`src/rtl/gpio_bank_pkg.sv`:
```
// Package: shared register index encoding for the GPIO register bank.
// Assumes a four-entry register space addressed by a 2-bit index.
package gpio_bank_pkg;
    localparam int SEL_W = 2;

    typedef enum logic [SEL_W-1:0] {
        SEL_IN  = 2'd0,
        SEL_OUT = 2'd1,
        SEL_POL = 2'd2,
        SEL_CFG = 2'd3
    } reg_sel_e;
endpackage

```
`src/rtl/gpio_cfg_regs.sv`:
```
// Module: gpio_cfg_regs
// Holds the writable registers (output value, polarity, direction) and
// decodes write strobes. Assumes wr_stb is a single-cycle pulse from the
// bus slave. An index that selects the input register is dropped here.
module gpio_cfg_regs
    import gpio_bank_pkg::*;
#(
    parameter int              W       = 8,
    parameter logic [W-1:0]    OUT_RST = '0,
    parameter logic [W-1:0]    POL_RST = '0,
    parameter logic [W-1:0]    CFG_RST = '1
) (
    input  logic             clk,
    input  logic             rst_n,
    input  logic             wr_stb,
    input  logic [SEL_W-1:0] wr_idx,
    input  logic [W-1:0]     wr_data,
    output logic [W-1:0]     out_q,
    output logic [W-1:0]     pol_q,
    output logic [W-1:0]     cfg_q
);
    logic hit_out, hit_pol, hit_cfg;

    // Purpose: turn the strobe and index into one write enable per register.
    always_comb begin
        hit_out = 1'b0;
        hit_pol = 1'b0;
        hit_cfg = 1'b0;
        if (wr_stb) begin
            case (reg_sel_e'(wr_idx))
                SEL_OUT: hit_out = 1'b1;
                SEL_POL: hit_pol = 1'b1;
                SEL_CFG: hit_cfg = 1'b1;
                default: ;
            endcase
        end
    end

    // Purpose: output value register.
    always_ff @(posedge clk) begin
        if (!rst_n)       out_q <= OUT_RST;
        else if (hit_out) out_q <= wr_data;
    end

    // Purpose: polarity inversion register.
    always_ff @(posedge clk) begin
        if (!rst_n)       pol_q <= POL_RST;
        else if (hit_pol) pol_q <= wr_data;
    end

    // Purpose: direction register (1 = input).
    always_ff @(posedge clk) begin
        if (!rst_n)       cfg_q <= CFG_RST;
        else if (hit_cfg) cfg_q <= wr_data;
    end

    // a reset cycle leaves every writable register at its default
    a_r1_reset_defaults: assert property (@(posedge clk)
        !rst_n |=> (out_q == OUT_RST && pol_q == POL_RST && cfg_q == CFG_RST));

    // an output write lands on the next cycle
    a_r2_out_write: assert property (@(posedge clk) disable iff (!rst_n)
        (wr_stb && wr_idx == SEL_OUT) |=> out_q == $past(wr_data));

    // a polarity write lands on the next cycle
    a_r2_pol_write: assert property (@(posedge clk) disable iff (!rst_n)
        (wr_stb && wr_idx == SEL_POL) |=> pol_q == $past(wr_data));

    // a write aimed at the input register leaves all registers alone
    a_r3_idx0_ignored: assert property (@(posedge clk) disable iff (!rst_n)
        (wr_stb && wr_idx == SEL_IN) |=> ($stable(out_q) && $stable(pol_q) && $stable(cfg_q)));
endmodule

```
`src/rtl/gpio_in_capture.sv`:
```
// Module: gpio_in_capture
// Latches pin levels, XORed with the polarity register, on each read strobe.
// Assumes cap_stb marks the acknowledge phase of a byte being read and that
// pin_in is already synchronised to clk.
module gpio_in_capture #(
    parameter int           W      = 8,
    parameter logic [W-1:0] IN_RST = '0
) (
    input  logic         clk,
    input  logic         rst_n,
    input  logic         cap_stb,
    input  logic [W-1:0] pin_in,
    input  logic [W-1:0] pol,
    output logic [W-1:0] in_q
);
    // Purpose: capture polarity-adjusted pin levels, else hold.
    always_ff @(posedge clk) begin
        if (!rst_n)       in_q <= IN_RST;
        else if (cap_stb) in_q <= pin_in ^ pol;
    end

    // without a strobe the captured byte holds
    a_r7_hold: assert property (@(posedge clk) disable iff (!rst_n)
        !cap_stb |=> $stable(in_q));

    // a strobe captures the pins with the polarity held in that cycle
    a_r9_capture_old_pol: assert property (@(posedge clk) disable iff (!rst_n)
        cap_stb |=> in_q == ($past(pin_in) ^ $past(pol)));
endmodule

```
`src/rtl/gpio_pad_ctrl.sv`:
```
// Module: gpio_pad_ctrl
// Derives per-pin driver enable and value from the output and direction
// registers. Bits set in OD_MASK are open-drain: they sink only, never
// source. Purely combinational.
module gpio_pad_ctrl #(
    parameter int           W       = 8,
    parameter logic [W-1:0] OD_MASK = 1
) (
    input  logic [W-1:0] out_q,
    input  logic [W-1:0] cfg_q,
    output logic [W-1:0] pin_oe,
    output logic [W-1:0] pin_out
);
    for (genvar i = 0; i < W; i++) begin : g_bit
        if (OD_MASK[i]) begin : g_od
            // Purpose: open-drain pin pulls low only when output bit is 0.
            always_comb begin
                pin_oe[i]  = !cfg_q[i] && !out_q[i];
                pin_out[i] = 1'b0;
            end
        end else begin : g_pp
            // Purpose: push-pull pin drives its stored bit when an output.
            always_comb begin
                pin_oe[i]  = !cfg_q[i];
                pin_out[i] = out_q[i];
            end
        end
    end
endmodule

```
`src/rtl/gpio_polreg_bank.sv`:
```
// Module: gpio_polreg_bank (top)
// Register bank of a byte-wide GPIO port: captured input, output value,
// polarity inversion and direction registers, with pad control. Assumes
// write and read strobes come from a bus slave as single-cycle pulses.
module gpio_polreg_bank
    import gpio_bank_pkg::*;
#(
    parameter int           W       = 8,
    parameter logic [W-1:0] OUT_RST = 8'h00,
    parameter logic [W-1:0] POL_RST = 8'hF0,
    parameter logic [W-1:0] CFG_RST = 8'hFF,
    parameter logic [W-1:0] IN_RST  = 8'h00,
    parameter logic [W-1:0] OD_MASK = 8'h01
) (
    input  logic             clk,
    input  logic             rst_n,
    input  logic             wr_stb,
    input  logic [SEL_W-1:0] wr_idx,
    input  logic [W-1:0]     wr_data,
    input  logic             rd_stb,
    input  logic [SEL_W-1:0] rd_idx,
    output logic [W-1:0]     rd_data,
    input  logic [W-1:0]     pin_in,
    output logic [W-1:0]     pin_oe,
    output logic [W-1:0]     pin_out
);
    logic [W-1:0] out_q, pol_q, cfg_q, in_q;

    gpio_cfg_regs #(
        .W(W), .OUT_RST(OUT_RST), .POL_RST(POL_RST), .CFG_RST(CFG_RST)
    ) u_regs (
        .clk(clk), .rst_n(rst_n), .wr_stb(wr_stb), .wr_idx(wr_idx),
        .wr_data(wr_data), .out_q(out_q), .pol_q(pol_q), .cfg_q(cfg_q)
    );

    gpio_in_capture #(.W(W), .IN_RST(IN_RST)) u_cap (
        .clk(clk), .rst_n(rst_n), .cap_stb(rd_stb), .pin_in(pin_in),
        .pol(pol_q), .in_q(in_q)
    );

    gpio_pad_ctrl #(.W(W), .OD_MASK(OD_MASK)) u_pad (
        .out_q(out_q), .cfg_q(cfg_q), .pin_oe(pin_oe), .pin_out(pin_out)
    );

    // Purpose: present the selected register on the read data bus.
    always_comb begin
        case (reg_sel_e'(rd_idx))
            SEL_IN:  rd_data = in_q;
            SEL_OUT: rd_data = out_q;
            SEL_POL: rd_data = pol_q;
            default: rd_data = cfg_q;
        endcase
    end

    // a reset cycle leaves every pad driver off
    a_r1_no_drive_after_reset: assert property (@(posedge clk)
        !rst_n |=> pin_oe == '0);

    // pins just written as inputs have their drivers off
    a_r4_input_no_drive: assert property (@(posedge clk) disable iff (!rst_n)
        (wr_stb && wr_idx == SEL_CFG) |=> (pin_oe & $past(wr_data)) == '0);

    // push-pull pins just written as outputs have drivers on
    a_r5_pp_drive: assert property (@(posedge clk) disable iff (!rst_n)
        (wr_stb && wr_idx == SEL_CFG) |=>
            (pin_oe & ~OD_MASK & ~cfg_q) == (~$past(wr_data) & ~OD_MASK & ~cfg_q));

    // open-drain pins never drive high and only pull when output is 0
    a_r6_od_sink_only: assert property (@(posedge clk) disable iff (!rst_n)
        ((pin_oe & OD_MASK & out_q) == '0) && ((pin_out & OD_MASK) == '0));
endmodule

```
`config.mk`:
```
export PLATFORM = sky130hd
export DESIGN_NAME = gpio_polreg_bank
export DESIGN_NICKNAME = d
export VERILOG_FILES = /design/src/rtl/gpio_bank_pkg.sv /design/src/rtl/gpio_cfg_regs.sv /design/src/rtl/gpio_in_capture.sv /design/src/rtl/gpio_pad_ctrl.sv /design/src/rtl/gpio_polreg_bank.sv
export SDC_FILE = /design/constraint.sdc
export NUM_CORES = 1
export LEC_CHECK = 0
export CAP_MARGIN = 20
export CORE_MARGIN = 5
export CORE_UTILIZATION = 40
export DETAILED_ROUTE_END_ITERATION = 12
export PLACE_DENSITY = 0.7
export SETUP_SLACK_MARGIN = 0.15
export SLEW_MARGIN = 40
export SYNTH_ARGS = -nofsm -noshare
export SYNTH_HDL_FRONTEND = slang
export SYNTH_SLANG_ARGS = --single-unit
```
`constraint.sdc`:
```
create_clock -name clk -period 1.8 [get_ports clk]
set_input_delay 0.36 -clock clk [delete_from_list [all_inputs] [get_ports clk]]
set_output_delay 0.36 -clock clk [all_outputs]
set_load 0.1 [all_outputs]
```
* After elaboration in Yosys (flattened, before gate mapping)
Cells that the tools add are included.
** Operators by class
- $add $sub $neg :: 0
- $mul :: 0
- Divide/modulo/power cells :: 0
- Order comparisons :: 0
- Equal/unequal tests :: 5
- Shift-type cells :: 0
- Muxes and demuxes :: 7
- Bitwise gates (word level) :: 1
- Reductions and logical operators :: 11
** Operator list (count)
- $pmux 8 s3 :: 1
- $logic_not 1->1 :: 9
- $xor 8x8->8 :: 1
- $eq 2x2->1 const B :: 3
- $mux 1 :: 6
- $eq 2x1->1 const B :: 2
- $logic_not 2->1 :: 1
- $logic_and 1x1->1 :: 1
** Storage, ports and cells
- Flip-flop bits (word level) :: 32
- Bits in latches :: 0
- Bits in writable memories :: 0
- Memory bits (read-only) :: 0
- Bits of input ports :: 24
- Output and inout bits :: 24
- Logic and storage cells :: 28
- Memories :: 0

* Depth between registers and ports, before layout
- Depth in word-level cells :: 3
- Depth in mapped cells :: 3
- Mapped depth without buffers :: 2

* By module
A second synthesis with hierarchy kept.
** Unflattened totals
- Cells, all modules :: 159
- Area, all modules :: 1599.0 um2
** Modules (own cells, without submodules)
- gpio_cfg_regs :: times used 1, cells each 99, area an instance 972.2 um2, seq. area each 480.5 um2
- gpio_in_capture :: times used 1, cells each 33, area an instance 336.6 um2, seq. area each 160.2 um2
- gpio_polreg_bank :: times used 1, cells each 10, area an instance 196.4 um2, seq. area each 0.0 um2
- gpio_pad_ctrl :: times used 1, cells each 17, area an instance 93.8 um2, seq. area each 0.0 um2

* Worst setup path after synthesis
Ideal clock, no wire load.
- Path type :: flip-flop to output port
- Start :: register u_regs.out_q[0]
- End :: output pin_oe[0]
- Arrival :: 1.564 ns
- Required time :: 1.440 ns
- Slack :: -0.124 ns
- Cell stages (with the launch flop) :: 2
- Path buffers :: 0
- Path through :: dfxtp_1 > nor2_1
** On the way
- Word-level cells in the longest chain between the ends :: 2
** RTL lines
- start: declaration :: RTL line gpio_cfg_regs.sv:18 : output logic [W-1:0] out_q,
- start signal: assignment :: RTL line gpio_cfg_regs.sv:42 : else if (hit_out) out_q <= wr_data;
- $logic_not 1->1 :: RTL line gpio_pad_ctrl.sv:18 : pin_oe[i] = !cfg_q[i] && !out_q[i];
- $logic_and 1x1->1 :: RTL line gpio_pad_ctrl.sv:18
- end: declaration :: RTL line gpio_polreg_bank.sv:24 : output logic [W-1:0] pin_oe,
No other way between the ends.

* Worst setup path after layout
- Start :: register u_regs.pol_q[2]
- End :: output rd_data[2]
** On the way
- Word-level cells in the longest chain between the ends :: 1
** RTL lines
- start: declaration :: RTL line gpio_cfg_regs.sv:19 : output logic [W-1:0] pol_q,
- start signal: assignment :: RTL line gpio_cfg_regs.sv:48 : else if (hit_pol) pol_q <= wr_data;
- $pmux 8 s3 :: RTL line gpio_polreg_bank.sv:47 : case (reg_sel_e'(rd_idx))
- end: declaration :: RTL line gpio_polreg_bank.sv:22 : output logic [W-1:0] rd_data,
No other way between the ends.

==> results.yml <==
global_route:
  grt_max_degree: 41
  grt_pass1_wl_mm: 7.12
  overflow: 0
  antenna_found_initial: 0
  grt_pass1_vias: 1509
  track_usage: 0.177
place:
  hpwl_mm: 3.09
  io_buffers: 46
  dp_slack_ps: -322
  place_inst: 244
  place.gp.congestion: 0.780
worst_setup_path:
  cp_max_fo: 3
  crit_slowest_cell: "mux4_2"
  worst-endpoint-required_ps: 1440
  cp-endpoint: "rd_data[2]"
  r2r_start: "u_regs.cfg_q[3]$_SDFFE_PN1P_"
  slowest_delay_ps: 510
  worstSetupStartpoint: "u_regs.pol_q[2]$_SDFFE_PN0P_"
  regToRegSetupSlack_ps: 900
  startpoint_type: "flop"
  worstSetupPathType: "reg -> out"
  path_buf_inv: 1
  r2r_end: "u_regs.cfg_q[3]$_SDFFE_PN1P_"
  path_depth: 2
  cp.arrival_ps: 1320
  path_cells: "mux4_2 > buf_12"
  rr_worst_depth: 4
  worst_path_dominant_cell_family: "multiplexers"
  endpoint_kind: "output pin"
cts:
  cts_tree: "yes"
  insertion_delay_ps: 280
  cts_buffers: 5
  cts_root_buf: "clkbuf_8"
  clock_sinks: 32
  cts_max_level: 2
  clkTransAtPathRegs_ps: 70
  cts_buffer_depth: 2
  hold_buffers: 0
route:
  vias: 1386
  wl_per_cell_um: 16.4
  drc: 0
  drt_first_iter_violations: 144
  drtPass1Iterations: 4
  routed_wl_mm: 4.38
  vias_per_cell: 5.17
  antenna_left: 0
pwr:
  p_leak_nw: 1.09
  peakVddDrop_mv: 0.604
  p_total_mw: 2.04
  p_per_area_nw_per_um2: 802
yosys:
  ys_seq_area_frac: 0.412
  synth.cell_area_um2: 1550
  syn_nets: 183
  synth.distinct_cells: 20
  yosysWarningCount: 0
  ys_ff_latch: 32
  syn_area_per_cell_um2: 9.77
  syn_inst: 159
sta:
  worst_hold_slack_ps: 493
  finalCriticalPeriod_ps: 1680
  rsz0062_at_grt: "true"
  fmax_mhz: 594
  slew_headroom: 0.643
  hold_violations: 0
  tightest_slew_ps: 534
  finalClockSkew_ps: 4.97
  setup_viol: 0
  fin_ws_ps: 115
  fin_crit_sh: 0.936
  drv_slew: 0
floorplanning:
  boundaryPins: 48
  initial_core_util: 0.418
  core_area_um2: 3720
  fp-row-count: 22
  die_w_um: 72.3
  die_area_um2: 5230
  die_h_um: 72.3
finish:
  fin_util: 0.684
  area_growth_syn_to_layout_pct: 63.5
  stdcell_count: 268
  nNetsFinal: 244
  layout_commonest_cell: "buf_4"
  num-fill-cells: 265
  layout_common_cells: "buf_4 (25), buf_12 (24), clkdlybuf4s50_1 (21)"
  drive_gt1_frac: 0.405
  insertedDiodeCount: 0
flow_run:
  drv_cap: 0
min_path:
  hp-class: "reg -> reg"
run_status:
  outcome: "finished, final reports clean"
[sequential cells by signal, indices dropped and copies added, names as in the netlist]
| signal | count |
|---|---|
| u_regs.pol_q | 8 |
| u_cap.in_q | 8 |
| u_regs.cfg_q | 8 |
| u_regs.out_q | 8 |
[kinds of logic after synthesis]
| family | share of synthesized area |
|---|---|
| multiplexers | 0.193 |
| XOR/XNOR | 0.0451 |
| buffers and inverters | 0.112 |
| AO/OA/AOI/OAI | 0.110 |
| AND/OR/NAND/NOR | 0.126 |
| other | 0.00241 |
| flip-flops | 0.412 |
[synth_stat cells]
cell type / instances / area (µm²)
nand4b_1: 4 / 35.0
buf_2: 7 / 35.0
buf_6: 1 / 11.3
and3_1: 1 / 6.26
xnor2_1: 8 / 70.1
o21ai_0: 8 / 40.0
conb_1: 1 / 3.75
nor2_1: 1 / 3.75
mux4_2: 8 / 180
buf_4: 9 / 67.6
inv_1: 12 / 45.0
and3b_1: 2 / 17.5
o211ai_1: 12 / 90.1
nand2_1: 20 / 75.1
mux2i_1: 12 / 120
nand3b_1: 1 / 7.51
a21oi_1: 8 / 40.0
nand4_1: 8 / 50.1
dfxtp_1: 32 / 641
clkbuf_1: 4 / 15.0
[metal layers]
| metal | vias to the layer above | track usage | routed length [µm] |
|---|---|---|---|
| met5 | - | 0 | 0 |
| met2 | 34 | 0.317 | 2360 |
| met4 | 0 | 0.0564 | 53 |
| met1 | 672 | 0.204 | 1760 |
| met3 | 4 | 0.0457 | 211 |
| li1 | 676 | - | - |
[timing repair]
action,CTS,global route
resized for setup,30,3
buffers inserted,13,4
setup endpoints to repair,8,8
[power breakdown]
group	internal (mW)	switching (mW)	leakage (nW)
clock network	0.340	0.256	0.0503
logic	0.276	0.397	0.777
registers	0.746	0.0206	0.265
total	1.36	0.674	1.09
[stage by stage]
stage	TNS, ps	cell area [µm²]
floorplan	0	1560
global placement	-2250	2280
detailed placement	-2280	2280
CTS	0	2510
global route	0	2540
finish	0	2540
[worst min-delay path by stage]
stage                            startpoint                            to  slack [ps]  cells past startpoint
2_1_floorplan  u_regs.out_q[4]$_SDFFE_PN0P_  u_regs.out_q[4]$_SDFFE_PN0P_         440                      2
3_3_place_gp   u_regs.pol_q[1]$_SDFFE_PN0P_  u_regs.pol_q[1]$_SDFFE_PN0P_         480                      2
3_5_place_dp   u_regs.pol_q[0]$_SDFFE_PN0P_  u_regs.pol_q[0]$_SDFFE_PN0P_         490                      2
4_1_cts        u_regs.pol_q[0]$_SDFFE_PN0P_  u_regs.pol_q[0]$_SDFFE_PN0P_         480                      2
5_1_grt        u_regs.pol_q[2]$_SDFFE_PN0P_  u_regs.pol_q[2]$_SDFFE_PN0P_         520                      2
6_report       u_regs.pol_q[1]$_SDFFE_PN0P_  u_regs.pol_q[1]$_SDFFE_PN0P_         490                      2
[cell type report]
cell class | instances | area, µm² | share of cell area
clock buffer | 7 | 96.3 | 0.0379
inverter | 12 | 45.0 | 0.0177
tap | 48 | 60.1 | 0.0236
sequential | 32 | 669 | 0.263
multi-input combinational | 94 | 742 | 0.292
timing repair buffer | 75 | 928 | 0.365
[worst register-to-register path, delay by kind of cell, from the launching register on]
family	cells	cell delay, ps
buf+inv	3	350
flops	1	330
compound gates	1	100
No activity file was read; power rests on OpenSTA's default activity.
